==> src/rtl/dpll_pkg.sv <==
package dpll_pkg;
  // quality of one measured transition, as seen by the lock monitor
  typedef enum logic [1:0] {
    GR_MID  = 2'd0,
    GR_NEAR = 2'd1,
    GR_FAR  = 2'd2
  } grade_t;
endpackage

==> src/rtl/dpll_edge_det.sv <==
module dpll_edge_det #(
  parameter int SYNC_N = 2
) (
  input  logic clk,
  input  logic rst,
  input  logic din,
  output logic trn,
  output logic dly
);
  logic [SYNC_N-1:0] stg;

  always_ff @(posedge clk) begin
    if (rst) stg <= '0;
    else     stg <= {stg[SYNC_N-2:0], din};
  end

  assign trn = stg[SYNC_N-1] ^ stg[SYNC_N-2];
  assign dly = stg[SYNC_N-2];
endmodule

==> src/rtl/dpll_phase_err.sv <==
module dpll_phase_err
  import dpll_pkg::*;
#(
  parameter int PH_W     = 6,
  parameter int BIG_STEP = 4,
  parameter int NEAR_TOL = 1
) (
  input  logic [PH_W-1:0] ph,
  input  logic            fast_en,
  input  logic            slow_acq,
  output logic [PH_W-1:0] step,
  output logic            adv,
  output grade_t          grade
);
  localparam int FAR_LIM = (1 << PH_W) / 16;

  logic signed [PH_W-1:0] err;
  logic        [PH_W-1:0] mag;
  logic        [PH_W-1:0] base;
  logic                   far;

  always_comb begin
    err  = $signed(ph);
    adv  = err[PH_W-1];
    mag  = adv ? PH_W'(-err) : PH_W'(err);
    far  = mag > PH_W'(FAR_LIM);
    base = (fast_en && far && !slow_acq) ? PH_W'(BIG_STEP) : PH_W'(1);
    step = (mag < base) ? mag : base;
    if (mag <= PH_W'(NEAR_TOL)) grade = GR_NEAR;
    else if (far)               grade = GR_FAR;
    else                        grade = GR_MID;
  end
endmodule

==> src/rtl/dpll_lock_mon.sv <==
module dpll_lock_mon
  import dpll_pkg::*;
#(
  parameter int GOOD_RUN = 8,
  parameter int BAD_RUN  = 4
) (
  input  logic   clk,
  input  logic   rst,
  input  logic   trn,
  input  grade_t grade,
  output logic   locked
);
  localparam int GW = $clog2(GOOD_RUN + 1);
  localparam int BW = $clog2(BAD_RUN + 1);

  logic [GW-1:0] good;
  logic [BW-1:0] bad;

  always_ff @(posedge clk) begin
    if (rst) begin
      good   <= '0;
      bad    <= '0;
      locked <= 1'b0;
    end else if (trn) begin
      case (grade)
        GR_NEAR: begin
          bad <= '0;
          if (good != GW'(GOOD_RUN)) good <= good + GW'(1);
          if (good >= GW'(GOOD_RUN - 1)) locked <= 1'b1;
        end
        GR_FAR: begin
          good <= '0;
          if (bad != BW'(BAD_RUN)) bad <= bad + BW'(1);
          if (bad >= BW'(BAD_RUN - 1)) locked <= 1'b0;
        end
        default: begin
          good <= '0;
          bad  <= '0;
        end
      endcase
    end
  end
endmodule

==> src/rtl/bitclk_dpll.sv <==
module bitclk_dpll
  import dpll_pkg::*;
#(
  parameter int PH_W     = 6,
  parameter int BIG_STEP = 4,
  parameter int NEAR_TOL = 1,
  parameter int GOOD_RUN = 8,
  parameter int BAD_RUN  = 4,
  parameter int SYNC_N   = 2
) (
  input  logic clk,
  input  logic rst,
  input  logic din,
  input  logic fast_en,
  input  logic slow_acq,
  output logic rclk,
  output logic rdata,
  output logic locked
);
  logic            trn;
  logic            dly;
  logic [PH_W-1:0] ph;
  logic [PH_W-1:0] ph_nxt;
  logic [PH_W-1:0] step;
  logic            adv;
  grade_t          grade;

  dpll_edge_det #(.SYNC_N(SYNC_N)) u_edge (
    .clk(clk), .rst(rst), .din(din), .trn(trn), .dly(dly)
  );

  dpll_phase_err #(.PH_W(PH_W), .BIG_STEP(BIG_STEP), .NEAR_TOL(NEAR_TOL)) u_err (
    .ph(ph), .fast_en(fast_en), .slow_acq(slow_acq),
    .step(step), .adv(adv), .grade(grade)
  );

  dpll_lock_mon #(.GOOD_RUN(GOOD_RUN), .BAD_RUN(BAD_RUN)) u_lock (
    .clk(clk), .rst(rst), .trn(trn), .grade(grade), .locked(locked)
  );

  always_comb begin
    ph_nxt = ph + PH_W'(1);
    if (trn) ph_nxt = adv ? (ph_nxt + step) : (ph_nxt - step);
  end

  always_ff @(posedge clk) begin
    if (rst) begin
      ph    <= '0;
      rdata <= 1'b0;
    end else begin
      ph <= ph_nxt;
      if (!ph[PH_W-1] && ph_nxt[PH_W-1]) rdata <= dly;
    end
  end

  assign rclk = ~ph[PH_W-1];
endmodule

==> config.mk <==
export PLATFORM = sky130hd
export DESIGN_NAME = bitclk_dpll
export DESIGN_NICKNAME = d
export VERILOG_FILES = /design/src/rtl/dpll_pkg.sv /design/src/rtl/dpll_edge_det.sv /design/src/rtl/dpll_phase_err.sv /design/src/rtl/dpll_lock_mon.sv /design/src/rtl/bitclk_dpll.sv
export SDC_FILE = /design/constraint.sdc
export NUM_CORES = 1
export LEC_CHECK = 0
export BUFFER_PORTS_ARGS = -buffer_cell sky130_fd_sc_hd__buf_2
export CAP_MARGIN = 5
export CORE_ASPECT_RATIO = 0.7
export CORE_MARGIN = 2
export CORE_UTILIZATION = 40
export DETAILED_ROUTE_END_ITERATION = 16
export PLACE_DENSITY = 0.59
export SKIP_LAST_GASP = 1
export SYNTH_ARGS = -nofsm -noshare
export SYNTH_HDL_FRONTEND = slang
export SYNTH_SLANG_ARGS = --single-unit
==> constraint.sdc <==
create_clock -name clk -period 6.3 [get_ports clk]
set_input_delay 1.26 -clock clk [delete_from_list [all_inputs] [get_ports clk]]
set_output_delay 1.26 -clock clk [all_outputs]
set_load 0.02 [all_outputs]
==> results of run 1 <==
cell usage in the layout, fill, tap and decap left out, drive strengths merged, types with 3 or more instances in the layout:
cell and n:
nand2 19, dfxtp 17, ha 15, inv 14, a21oi 13, nor2 9, o21ai 9, buf 8
xnor2 6, nor2b 5, a211oi 5, xor2 5, nor3 4, clkbuf 4, o21a 3, nand3 3
a31oi 3, a21o 3, or3 3
how the worst min path moves through the flow:
stage,to,slack (ps),cells after the start
floorplan,u_lock.bad[1]$_SDFFE_PP0P_,460,2
global route,u_lock.locked$_SDFFE_PP0P_,510,2
finish,u_lock.locked$_SDFFE_PP0P_,480,2
CTS,u_lock.locked$_SDFFE_PP0P_,480,2
global placement,u_lock.locked$_SDFFE_PP0P_,470,2
detailed placement,u_lock.locked$_SDFFE_PP0P_,470,2
registers in the layout, summed over array words and instances (netlist names):
signal / flops
ph: 6
rdata: 1
u_lock.locked: 1
u_lock.good: 4
u_lock.bad: 3
u_edge.stg: 2
synthesized netlist by cell type (2+ instances only):
library cell  instances
a211oi_1              5
a21o_1                3
a21oi_1              13
a22oi_1               2
a31oi_1               3
and2_1                2
clkbuf_1              5
dfxtp_1              17
ha_1                 15
inv_1                14
mux2i_1               2
nand2_1              19
nand3_1               3
nand3b_1              2
nand4_1               2
nor2_1                9
nor2b_1               5
nor3_1                4
o211ai_1              2
o21a_1                3
o21ai_0               8
o21bai_1              2
or3_1                 2
xnor2_1               6
xor2_1                4
power by group through the flow:
stage	Combinational, W	Sequential (W)	Clock, W
after floorplan	0.000477	0.000150	0
after global placement	0.000557	0.000163	0
after detailed placement	0.000566	0.000164	0
after CTS	0.000570	0.000161	0.0000839
after global routing	0.000650	0.000165	0.0000917
final	0.000572	0.000162	0.0000799
layout make-up:
type	instances	area, um^2
inverters	15	56.3
repair buffers	8	42.5
multi-input cells	142	1040
fillers	371	1950
flip-flops and latches	17	340
clock buffers	4	45.0
well taps	50	62.6
per-layer routing:
metal | vias up | track usage, % | wire length [um]
met5 | - | 0 | 0
met2 | 23 | 23.9 | 1280
met3 | 2 | 3.63 | 120
met1 | 581 | 22.1 | 1650
met4 | 0 | 1.82 | 6
li1 | 662 | - | -
worst max-delay path, cell delays in order (launching register included):
cell	delay (ps)
dfxtp_1	520
inv_1	160
ha_1	280
nor3b_1	160
mux2i_1	210
o221ai_1	450
nand2_1	120
ha_1	330
nand2_1	60
o311a_1	300
and2_1	180
a21boi_0	260
inv_1	80
ha_1	300
a21o_1	190
ha_1	280
a211oi_1	300
o21bai_1	150
a211oi_1	350
o21a_1	240
o211a_1	150
o211ai_1	70
stage by stage:
stage / total power [W] / area [um^2] / utilization, %
finish: 0.000813 / 1590 / 44.9
global route: 0.000907 / 1590 / 44.9
CTS: 0.000815 / 1590 / 44.9
detailed placement: 0.000730 / 1540 / 43.6
global placement: 0.000720 / 1540 / 43.6
floorplan: 0.000627 / 1470 / -
kinds of logic after synthesis:
family	after synthesis	share of synthesized area (%)
flops	17	23.1
buf+inv	22	6.37
fa+ha+maj	16	14.1
xor+xnor	11	7.05
simple gates	56	20.0
compound gates	56	27.2
mux	3	2.12
==> results.toml, run 1 <==
[outcome]
status = "completed"

[critical_path]
critPathArrivalTime_ps = 5370
crit_start = "ph[0]$_SDFF_PP0_"
cp-start-kind = "register"
critical_path.endpoint = "rdata$_SDFFE_PP0P_"
r2r_end = "rdata$_SDFFE_PP0P_"
worstSetupPathType = "reg -> reg"
rr_startpoint = "ph[0]$_SDFF_PP0_"
endpoint_kind = "register"
rrSetupSlack_ps = 1050
path_max_fanout = 8
required_ps = 6420
r2r_cells = 21

[routing]
first_pass_iters = 4
vias = 1268
viasPerCell = 5.37
wl_per_cell_um = 12.9
first_iter_violations = 68
routed_wl_um = 3060
drc = 0
postRouteAntennaNets = 0

[job]
maxCapViolations = 0

[final_layout]
fin_nets = 208
syn2layout_area_growth_pct = 7.64
diodes = 0
final_cells = 236
drive_above_1_share_pct = 11.3

[logic_synthesis]
synthCells = 181
synth_top_area_share_pct = 23.1
synth_edf_count = 0
syn-num-nets = 202
async_flop_share_pct = 0
ys_seq_area_share_pct = 23.1
synth_cell_types = 54
yosysWarnings = 0
synth_flop_cell = "dfxtp_1"
yosys.area.top_type = "dfxtp_1"
syn_area_um2 = 1470
synth_area_leaders = "dfxtp_1 (23%), ha_1 (13%), nand2_1 (4.8%)"
syn_area_per_cell_um2 = 8.14
ys_seq_elements = 17

[clock_network]
cts_tree = "built"
clock-root-buffer = "clkbuf_8"
postCtsSetupBuffers = 0
cts.htree.levels = 1
clock_latency_ps = 250
path_clk_slew_ps = 60
cts_resized = 0
cts_buffers = 3
cts_buffer_depth = 2
tritoncts_num_sinks = 17
ctsHoldBuffers = 0

[global_routing]
grt_usage_pct = 15.3
grt_max_degree = 18
overflow = 0
antenna_found_initial = 0
grt_pass1_wl_um = 5000
grt_pass1_vias = 1052

[timing]
hold_slack_ps = 481
setup_viol = 0
setup_slack_ps = 1050
max_freq_ghz = 0.190
tightest_slew_ps = 994
fin_crit_ps = 5250
relSlewSlack_pct = 33.5
min_period_over_period_pct = 83.3
fin_tns_setup_ps = 0
grt_setup_unrepaired = "false"
clock_skew_ps = 3.52
slew_violations = 0
hold_viol = 0

[die]
start_util_pct = 41.7
die_area_um2 = 4190
rows = 18
die_w_um = 76.6
die_y_um = 54.8
core_region_area_um2 = 3540
io_pins = 8

[pwr]
p_switching_w = 0.000387
leakage_nw = 0.616
ir_drop_v = 0.000159
pwr_density_cell_nw_per_um2 = 513
clock_power_share_pct = 9.8
swShare_pct = 47.6
p_int_w = 0.000427
power.share.combinational_pct = 70.3
p_seq_share_pct = 19.9

[placed_design]
globalplace.congestion = 0.786
dp_cells = 232
place.detailed.hpwl_um = 2310
io_buffers = 7
place_ws_ps = 1110

[hold_path]
hp-class = "reg -> reg"
hold_path.startpoint = "u_lock.locked$_SDFFE_PP0P_"
(Power assumes the default switching activity.)
==> inputs of run 2 (changes only) <==
- PLACE_DENSITY: 0.59 -> 0.61
- clock period: 6.3 -> 4.3 ns (I/O delays scaled with it)
==> results.toml, run 2 (synthesized netlist as in run 1, its figures left out) <==
[clock_network]
cts_buffers = 3
tritoncts_num_sinks = 17
cts_tree = "built"
path_clk_slew_ps = 60
clock-root-buffer = "clkbuf_8"
clock_latency_ps = 250
cts.htree.levels = 1
ctsHoldBuffers = 0
cts_buffer_depth = 2

[global_routing]
antenna_found_initial = 0
overflow = 0
grt_usage_pct = 16.6
grt_pass1_wl_um = 5360
grt_max_degree = 18
grt_pass1_vias = 1182

[routing]
viasPerCell = 5.48
vias = 1415
postRouteAntennaNets = 0
drc = 0
first_iter_violations = 44
wl_per_cell_um = 14.0
routed_wl_um = 3600
first_pass_iters = 4

[final_layout]
post-route-util_pct = 52.3
largest_reg_flops = 6
diodes = 0
nFillCells = 354
final_cells = 258
multi_input_area_um2 = 1130
layout_commonest_cell = "buf_4"
seq_area_um2 = 345
syn2layout_area_growth_pct = 25.5
final_area_um2 = 1850
drive_above_1_share_pct = 30.3
regMostFlops = "ph"
fin_nets = 230
reg.largest.list = "ph x6, u_lock.good x4, u_lock.bad x3"
layout_common_cells = "buf_4 (23), nand2_1 (18), dfxtp_1 (15), inv_1 (12), a21oi_1 (12)"

[die]
io_pins = 8
die_w_um = 76.6
rows = 18
die_y_um = 54.8
die_area_um2 = 4190
core_region_area_um2 = 3540
start_util_pct = 41.7

[pwr]
pwr_density_cell_nw_per_um2 = 859
leakage_nw = 0.738
ir_drop_v = 0.000371
p_total_w = 0.00159

[critical_path]
critPathSlowestCell = "o311a_1"
rrSetupSlack_ps = 130
path_max_fanout = 4
required_ps = 4420
critPathArrivalTime_ps = 4290
cp-start-kind = "register"
r2r_cells = 21
endpoint_kind = "register"
crit_chain = "inv_2, ha_4, nor2b_1, xnor2_1, o221ai_2, nand2_2, ha_4, nand2_1, o311a_1, and2_4, a21boi_2, inv_1, ha_2, a21o_1, ha_1, a211oi_2, o21bai_2, a211oi_2, o21a_1, o211a_1, o211ai_1"
worstSetupPathType = "reg -> reg"
slowest_delay_ps = 350

[placed_design]
place.detailed.hpwl_um = 2590
dp_cells = 246
io_buffers = 7
globalplace.congestion = 0.829
dpl_cell_area_um2 = 1680

[timing]
tightest_slew_ps = 957
grt_setup_unrepaired = "true"
hold_viol = 0
max_freq_ghz = 0.240
setup_viol = 0
slew_violations = 0
min_period_over_period_pct = 96.9
relSlewSlack_pct = 36.0
clock_skew_ps = 1.63
fin_crit_ps = 4170

[job]
maxCapViolations = 0

[hold_path]
whs_path_depth = 2
hp-class = "reg -> reg"

[outcome]
status = "completed"
run 2: area by class of cell:
class / count / share of cell area [%]
Multi-Input combinational cell: 142 / 61.2
Sequential cell: 17 / 18.7
Timing Repair Buffer: 30 / 11.2
Tap cell: 50 / 3.38
Inverter: 15 / 3.04
Clock buffer: 4 / 2.44
run 2: final timing paths:
check                               endpoint                       start
setup / recovery          rdata$_SDFFE_PP0P_            ph[0]$_SDFF_PP0_
hold / removal    u_lock.locked$_SDFFE_PP0P_  u_lock.locked$_SDFFE_PP0P_
setup reg to reg          rdata$_SDFFE_PP0P_            ph[0]$_SDFF_PP0_
hold reg to reg   u_lock.locked$_SDFFE_PP0P_  u_lock.locked$_SDFFE_PP0P_
run 2: metal layers:
metal | global-route usage [%] | vias to the layer above | part of all wire [%]
met3 | 2.97 | 4 | 3.4
li1 | - | 701 | -
met5 | 0 | - | 0
met1 | 22.5 | 687 | 48
met2 | 28.2 | 23 | 47
met4 | 3.64 | 0 | 0.80
run 2: metrics by stage:
stage / TNS, ps / hold slack [ps] / worst slack (ps)
global route: -211 / 507 / -108
detailed placement: -8.50 / 484 / -8.50
floorplan: 0 / 462 / 1.79
CTS: 0 / 493 / 28.0
global placement: 0 / 477 / 113
finish: 0 / 491 / 133
run 2: power by group:
part	internal (W)	switching [W]	total, W
Sequential	0.000186	0.0000328	0.000219
Clock	0.0000656	0.0000504	0.000116
Combinational	0.000629	0.000624	0.00125
Total	0.000881	0.000708	0.00159
run 2: timing repair:
item	4_1_cts	5_1_grt
pin swaps	1	15
setup endpoints to repair	1	3
gates resized for setup	3	14
buffers inserted	0	8
run 2: critical path, delay by kind of cell, from the launching register on:
kind | cells | cell delay [ps]
buffers and inverters | 2 | 100
and+or+nand+nor | 4 | 420
xor gates and xnor gates | 1 | 140
DFF | 1 | 340
adders and majority gates | 4 | 990
AOI/OAI and AO/OA | 10 | 2060
